`config.mk`:
```
export PLATFORM = sky130hd
export DESIGN_NAME = rst_sequencer
export DESIGN_NICKNAME = d
export VERILOG_FILES = /design/src/rtl/rst_sequencer.sv
export SDC_FILE = /design/constraint.sdc
export NUM_CORES = 1
export LEC_CHECK = 0
export BUFFER_PORTS_ARGS = -buffer_cell sky130_fd_sc_hd__buf_4
export CAP_MARGIN = 20
export CORE_AREA = 2 2 59 66
export CTS_BUF_LIST = sky130_fd_sc_hd__clkbuf_16
export CTS_CLUSTER_DIAMETER = 40
export DETAILED_ROUTE_END_ITERATION = 10
export DIE_AREA = 0 0 61 68
export GPL_TIMING_DRIVEN = 0
export PLACE_DENSITY = 0.72
export SLEW_MARGIN = 10
export SYNTH_ARGS = -nofsm -noshare
export SYNTH_HDL_FRONTEND = slang
export SYNTH_SLANG_ARGS = --single-unit
```
`constraint.sdc`:
```
create_clock -name clk -period 1.7 [get_ports clk]
set_input_delay 0 -clock clk [delete_from_list [all_inputs] [get_ports clk]]
set_output_delay 0 -clock clk [all_outputs]
set_load 0.1 [all_outputs]
```
`src/rtl/rst_sequencer.sv`:
```
module rst_sequencer #(
  parameter int NEV    = 4,
  parameter int NDOM   = 3,
  parameter int P1_MIN = 16
) (
  input  logic            clk,
  input  logic            por_n,
  input  logic            ext_req,
  input  logic [NEV-1:0]  fevt,
  input  logic            stby_enter,
  input  logic            stby_exit,
  input  logic            flash_keep_off,
  input  logic            flash_done,
  input  logic            wr_en,
  input  logic [1:0]      wr_addr,
  input  logic [NEV-1:0]  wr_data,
  input  logic [1:0]      rd_addr,
  output logic [NEV-1:0]  rd_data,
  output logic [1:0]      phase,
  output logic [NDOM-1:0] dom_rst,
  output logic            flash_rst,
  output logic            ext_rst_out
);
  localparam int CW = $clog2(P1_MIN) + 1;

  typedef enum logic [1:0] {IDLE = 2'd0, PH1 = 2'd1, PH2 = 2'd2, PH3 = 2'd3} ph_t;

  ph_t            st;
  logic [CW-1:0]  cnt;
  logic           stby, lp_seq, flash_off, ext_flag, lock;
  logic [NEV-1:0] fes, dis, ss, pin;

  wire [NEV-1:0] live    = fevt & ~dis;
  wire           go_long = ext_req | (|(live & ~ss));
  wire           go_shrt = |(live & ss);
  wire           drive   = ext_req | (|(live & pin));
  wire           done_ok = flash_done | flash_off;
  wire           p1_end  = !stby && (cnt == CW'(P1_MIN - 1));
  wire           in_rst  = (st == PH1) || (st == PH2);

  always_ff @(posedge clk or negedge por_n) begin
    if (!por_n) begin
      st        <= PH1;
      cnt       <= '0;
      stby      <= 1'b0;
      lp_seq    <= 1'b0;
      flash_off <= 1'b0;
      ext_flag  <= 1'b1;
    end else if (go_long) begin
      st        <= PH1;
      cnt       <= '0;
      stby      <= 1'b0;
      lp_seq    <= 1'b0;
      flash_off <= 1'b0;
      ext_flag  <= 1'b1 & (ext_flag | drive);
    end else begin
      ext_flag <= ext_flag | drive;
      case (st)
        IDLE:
          if (go_shrt) st <= PH3;
          else if (stby_enter) begin
            st        <= PH1;
            stby      <= 1'b1;
            lp_seq    <= 1'b1;
            flash_off <= flash_keep_off;
            cnt       <= '0;
          end
        PH1:
          if (stby) begin
            if (stby_exit) stby <= 1'b0;
          end else if (p1_end) begin
            st  <= PH2;
            cnt <= '0;
          end else cnt <= cnt + CW'(1);
        PH2:
          if (done_ok) st <= PH3;
        PH3:
          if (!go_shrt && done_ok) begin
            st       <= IDLE;
            ext_flag <= 1'b0;
            lp_seq   <= 1'b0;
          end
        default: st <= IDLE;
      endcase
    end
  end

  always_ff @(posedge clk or negedge por_n) begin
    if (!por_n) begin
      fes  <= '0;
      dis  <= '0;
      ss   <= '0;
      pin  <= '0;
      lock <= 1'b0;
    end else begin
      fes <= (fes & ~((wr_en && wr_addr == 2'd0) ? wr_data : '0)) | live;
      if (wr_en && wr_addr == 2'd1 && !lock) begin
        dis  <= wr_data;
        lock <= 1'b1;
      end
      if (wr_en && wr_addr == 2'd2) ss  <= wr_data;
      if (wr_en && wr_addr == 2'd3) pin <= wr_data;
    end
  end

  always_comb begin
    case (rd_addr)
      2'd0:    rd_data = fes;
      2'd1:    rd_data = dis;
      2'd2:    rd_data = ss;
      default: rd_data = pin;
    endcase
  end

  assign phase       = st;
  assign dom_rst     = {{(NDOM-1){in_rst}}, in_rst & ~lp_seq};
  assign flash_rst   = in_rst | flash_off;
  assign ext_rst_out = ext_flag & ~stby;
endmodule


```
==> results of run 1 <==
==> layer usage <==
layer	up-vias	wire length [µm]	GRT usage, %
li1	647	-	-
met1	689	1665	26.08
met2	31	2258	41.13
met3	9	108	2.457
met4	0	64	6.793
met5	-	0	0
==> state kept, by name, indices dropped and copies added, names as in the netlist <==
signal     count
ext_flag       1
stby           1
dis            4
lock           1
flash_off      1
ss             4
fes            4
lp_seq         1
cnt            5
pin            4
phase          2
==> worst register-to-register path, delay by kind of cell (launching register included) <==
kind	cells	cell delay, ns
AOI/OAI and AO/OA	4	0.94
adders and majority gates	1	0.22
DFF	1	0.37
and+or+nand+nor	1	0.10
==> placed cells by master (no fill, tap or decap), drive strengths merged, types with 2 or more instances in the layout <==
cell type / synthesis / final
a2111oi: 2 / 2
a21o: 2 / 2
a21oi: 5 / 5
a22o: 2 / 2
a31oi: 2 / 2
and3: 2 / 2
buf: 3 / 41
clkbuf: 0 / 3
dfrtp: 26 / 26
dfstp: 2 / 2
dlygate4sd3: 0 / 6
ha: 6 / 6
inv: 10 / 10
mux2: 10 / 10
mux2i: 3 / 3
mux4: 4 / 4
nand2: 11 / 11
nand3: 2 / 2
nand3b: 7 / 7
nor2: 9 / 9
nor2b: 5 / 5
nor3b: 4 / 4
o211ai: 2 / 2
o21ai: 6 / 6
or2: 2 / 2
==> final timing paths <==
kind	start	endpoint	slack, ns
max	cnt[1]	phase[1]	-0.001
min	fevt[1]	fes[1]	0.005
max reg2reg	cnt[1]	phase[1]	-0.001
min reg2reg	lock	lock	0.46
max in group asynchronous	por_n	ext_flag	1.19
min in group asynchronous	por_n	stby	0.19
==> final cells by class <==
class / instances / area, µm² / share of cell area (%)
buffer: 3 / 26.28 / 1.146
clock buffer: 3 / 75.07 / 3.273
clock inverter: 1 / 30.03 / 1.309
inverter: 10 / 42.54 / 1.855
multi-input combinational: 106 / 984.7 / 42.94
sequential: 28 / 710.7 / 30.99
tap: 50 / 62.56 / 2.728
timing repair buffer: 44 / 361.6 / 15.77
==> metrics by stage <==
| step | setup TNS (ns) | util, % |
|---|---|---|
| 2_1_floorplan | -0.5032 | - |
| 3_5_place_dp | -0.09808 | 56.56 |
| 6_report | -0.001022 | 64.79 |
| 5_1_grt | -0.1195 | 64.79 |
| 4_1_cts | 0 | 62.39 |
| 3_3_place_gp | -0.03143 | 56.56 |
==> power groups by stage <==
stage | Combinational (mW) | Clock (mW) | Sequential [mW]
after floorplan | 0.557 | 0 | 0.862
after global placement | 0.681 | 0 | 0.886
after detailed placement | 0.696 | 0 | 0.897
after CTS | 0.735 | 0.717 | 0.881
after global routing | 0.796 | 0.747 | 0.901
final | 0.745 | 0.714 | 0.882
==> synthesized netlist by cell type (3+ instances only) <==
cell	count
nor2b_1	5
mux2_2	10
dfrtp_1	26
inv_1	10
mux2i_1	3
nand2_1	11
o21ai_0	6
nand3b_1	7
mux4_2	3
a21oi_1	5
ha_1	6
nor2_1	9
nor3b_1	4
==> timing repair <==
item / 4_1_cts / 5_1_grt
hold buffers: 6 / 0
hold endpoints to repair: 40 / 0
buffers inserted: 2 / 6
gates resized for setup: 8 / 9
pin swaps: 1 / 7
cloned: 0 / 0
setup endpoints to repair: 5 / 9
==> cell families (layout without fill, tap and decap cells) <==
group                    after synthesis  in the layout  share of synthesized area (%)
adder cells (fa/ha/maj)                6              6                          4.570
multiplexers                          17             17                          14.39
buffers and inverters                 13             61                          3.884
flip-flops                            28             28                          42.80
AO/OA/AOI/OAI                         33             33                          16.38
AND/OR/NAND/NOR                       50             50                          17.97
==> impl_metrics.ini, run 1 <==
[floorplan]
ios = 31
initial_core_util_pct = 46.41
dieArea_mm2 = 0.004148
core_area_mm2 = 0.003540
die_w_um = 61
die_y_um = 68
num_rows = 23

[synth]
ys_seq_area_share_pct = 42.80
ys_warn_count = 0
synthCells = 147
yosysTopAreaCell = dfrtp_1
synth_area_leaders = dfrtp_1, mux2_2, ha_1
syn_area_mm2 = 0.001643
postSynthAreaPerCell_um2 = 11.18
syn_nets = 173
ys_seq_elements = 28
ys.flop_type = dfrtp_1
synth_edf_count = 0
yosysUniqueCellTypes = 46
synth_top_area_share_pct = 39.60
async_flop_share_pct = 100.0

[cts]
cts.path.max_buffers = 2
root_buffer = clkbuf_16
cts-htree-levels = 1
cts_num_sinks = 28
clkTransAtPathRegs_ns = 0.07
clock_latency_ns = 0.27
cts_tree = yes
cts_made_buffers = 3

[final_layout]
n_antenna_cell = 0
stdcell_count = 245
area_growth_pct = 39.60
drive_above_1_share_pct = 46.15
fillCellCount = 289
stdcell_area_mm2 = 0.002293
nets = 222

[routing]
drcViolationCount = 0
drt-initial-drc-count = 58
ant_nets = 0
dr.pass1.iters = 4
wire_per_inst_um = 16.72
wl_um = 4097
vias = 1376
drt-vias-per-instance = 5.616

[hold_path]
hold-path-cell-count = 3
hp-class = input pin to register

[placed_design]
gp_congestion = 0.8939
dpl_cell_area_mm2 = 0.002002
dp_cells = 227
port_buffers = 30
pre_cts_ws_ns = -0.05457
dp_hpwl_um = 2897

[grt]
grt_pass1_vias = 1435
grt.total_usage_pct = 22.07
antenna_found_initial = 0
grt-ovfl-total = 0
grt_max_degree = 29
grt_pass1_wl_um = 6727

[setup_path]
slowest_stage = dfrtp_1
cp.depth = 6
worstPathArrival_ns = 1.89
endpoint_kind = register
path_cells = ha_2 > nand3_2 > o31a_1 > a221oi_4 > o2111ai_2 > a21oi_1
crit_type = register to register
cp_slowest_stage_delay_ns = 0.37
crit_path_max_fanout = 4
crit_buf_inv = 0
cp.required_ns = 1.89
worstSetupStartpointType = register
path_delay_family = compound AO/OA/AOI/OAI gates
worstRegToRegCells = 6

[run_status]
violations = negative setup slack
status = finished, violations left

[sta]
fmax_mhz = 587.9
rsz0062_at_grt = yes
drv_slew = 0
hold_viol = 0
tightestPinTransition_ns = 0.6294
holdWs_ns = 0.004909
finClkSkew_ns = 0.004975
timing.final.crit_period_ns = 1.701
setup_slack_ns = -0.001022
min_period_over_period_pct = 100.1
setup_violations = 1
slew_headroom_pct = 57.95

[power_and_ir_drop]
power_frac_clock_pct = 30.5
switching_power_mw = 0.7895
pwr-share-comb_pct = 31.8
internal_power_mw = 1.551
p_leak_nw = 0.9672
fin_total_pwr_mw = 2.341
powerDensity_mw_per_mm2 = 1021
swShare_pct = 33.73
vdd_drop_max_mv = 0.7139
p_seq_share_pct = 37.7

[flow_run]
maxCapViolCount = 0
No activity file was read; power rests on OpenSTA's default activity.
==> inputs of run 2 (changes only) <==
==> config.mk (replaced) <==
export PLATFORM = sky130hd
export DESIGN_NAME = rst_sequencer
export DESIGN_NICKNAME = d
export VERILOG_FILES = /design/src/rtl/rst_sequencer.sv
export SDC_FILE = /design/constraint.sdc
export NUM_CORES = 1
export LEC_CHECK = 0
export CAP_MARGIN = 20
export CORE_AREA = 2 2 58 66
export CTS_BUF_LIST = sky130_fd_sc_hd__clkbuf_16
export CTS_CLUSTER_DIAMETER = 40
export DETAILED_ROUTE_END_ITERATION = 10
export DIE_AREA = 0 0 60 68
export DONT_BUFFER_PORTS = 1
export GPL_TIMING_DRIVEN = 0
export PLACE_DENSITY = 0.65
export SLEW_MARGIN = 10
export SYNTH_ARGS = -nofsm -noshare
export SYNTH_HDL_FRONTEND = slang
export SYNTH_SLANG_ARGS = --single-unit
==> constraint.sdc (replaced) <==
create_clock -name clk -period 1.7 [get_ports clk]
set_input_delay 0 -clock clk [delete_from_list [all_inputs] [get_ports clk]]
set_output_delay 0 -clock clk [all_outputs]
set_load 0.02 [all_outputs]
==> impl_metrics.ini, run 2 (synthesis results as in run 1) <==
[sta]
setup_violations = 2
timing.final.crit_period_ns = 1.776
finClkSkew_ns = 0.008297
tightestPinTransition_ns = 0.6459
setup_slack_ns = -0.07556
slew_headroom_pct = 56.85
fmax_mhz = 563.2
drv_slew = 0
rsz0062_at_grt = yes
tns_ns = -0.09692
hold_viol = 0
min_period_over_period_pct = 104.4
holdWs_ns = 0.04541

[routing]
ant_nets = 0
wl_um = 3790
dr_wl_met2_um = 2114
drcViolationCount = 0
drt-vias-per-instance = 5.656
dr.pass1.iters = 4
vias = 1250
routed.top_layer = met4
wire_per_inst_um = 17.15
met3_length_um = 135
wl_met1_um = 1504
drt-initial-drc-count = 73

[floorplan]
die_y_um = 68
initial_core_util_pct = 47.18
dieArea_mm2 = 0.004080
core_area_mm2 = 0.003482
num_rows = 23
die_w_um = 60
ios = 31

[flow_run]
maxCapViolCount = 0

[run_status]
status = finished, violations left
violations = negative setup slack

[placed_design]
dp_hpwl_um = 2741
dpl_cell_area_mm2 = 0.001717
dp_cells = 197
port_buffers = 0
gp_congestion = 0.8714
pre_cts_ws_ns = -0.1876

[power_and_ir_drop]
p_seq_share_pct = 45.6
internal_power_mw = 1.358
powerDensity_mw_per_mm2 = 918.1
pwr-share-comb_pct = 26.4
power_frac_clock_pct = 28.0
p_leak_nw = 0.8323
vdd_drop_max_mv = 0.6280
swShare_pct = 30.04
switching_power_mw = 0.5831
fin_total_pwr_mw = 1.941

[grt]
grt_max_degree = 29
grt_pass1_wl_um = 6410
grt_pass1_vias = 1375
antenna_found_initial = 0
grt-ovfl-total = 0
grt.total_usage_pct = 21.12

[setup_path]
crit_path_max_fanout = 5
rr_startpoint = phase[0]
worstPathArrival_ns = 1.97
reg2reg_slack_ns = -0.08
endpoint_kind = register
worstSetupStartpointType = register
worstRegToRegCells = 7
crit_type = register to register
cp.required_ns = 1.89
rr_endpoint = phase[1]

[final_layout]
stdcell_count = 221
n_antenna_cell = 0
final_util_pct = 60.73
stdcell_area_mm2 = 0.002115
fillCellCount = 284
regMostFlops = cnt
drive_above_1_share_pct = 36.26
multi_input_area_um2 = 999.7
nets = 198
regArea_um2 = 705.7
area_growth_pct = 28.71
final_cell_mix = dfrtp_1, dlygate4sd3_1, nand2_1, mux2_2
final_common_cell = dfrtp_1
largest_reg_flops = 5

[cts]
cts_num_sinks = 28
cts_tree = yes
clkTransAtPathRegs_ns = 0.07
root_buffer = clkbuf_16
cts_made_buffers = 3
clock_latency_ns = 0.26
cts-htree-levels = 1
cts.path.max_buffers = 2

[hold_path]
min_to = ext_flag
hp-class = input pin to register
min-delay-start = fevt[0]
hold-path-cell-count = 2
[run 2: cell count changes in the layout (fill, tap and decap cells not counted), sizes merged]
| cell | change |
|---|---|
| buf | -30 |
| bufinv | -1 |
| dlygate4sd3 | +6 |
| inv | +1 |
[run 2: power by group through the flow]
stage               registers [mW]  clock network [mW]  logic [mW]
floorplan                    0.862                   0       0.369
detailed placement           0.895                   0       0.427
finish                       0.884               0.544       0.512
global placement             0.883                   0       0.418
CTS                          0.883               0.554       0.485
global route                 0.909               0.591       0.562
[run 2: worst max path at each step]
stage / startpoint / end
after detailed placement: phase[1] / cnt[3]
final: phase[0] / phase[1]
after floorplan: phase[0] / phase[1]
after CTS: phase[0] / phase[1]
after global routing: phase[0] / phase[1]
after global placement: phase[0] / cnt[2]
[run 2: worst max-delay path, stage by stage (launching register included)]
cell and delay, ns:
dfstp_2 0.67, inv_2 0.09, ha_4 0.19, inv_6 0.08, nor2_4 0.04, a221oi_4 0.30
o2111ai_2 0.17, a21oi_2 0.15
[run 2: layout make-up]
class,count,area share [%]
sequential,28,33.37
buffer,3,1.243
tap,50,2.959
inverter,10,2.130
clock buffer,3,3.550
clock inverter,1,0.1775
multi-input combinational,106,47.28
timing repair buffer,20,9.290
[run 2: timing repair]
action                     in CTS  in global routing
gates resized for setup        17                 15
pin swaps                      10                  4
setup endpoints to repair      10                 10
hold buffers                   13                  0
gates cloned                    0                  0
hold endpoints to repair       48                  0
setup buffers                   3                  4
[run 2: metal layers]
layer  vias up  track usage [%]
met5         -                0
met4         0            5.278
met3         4            3.025
met2        24            40.76
met1       626            23.86
li1        596                -
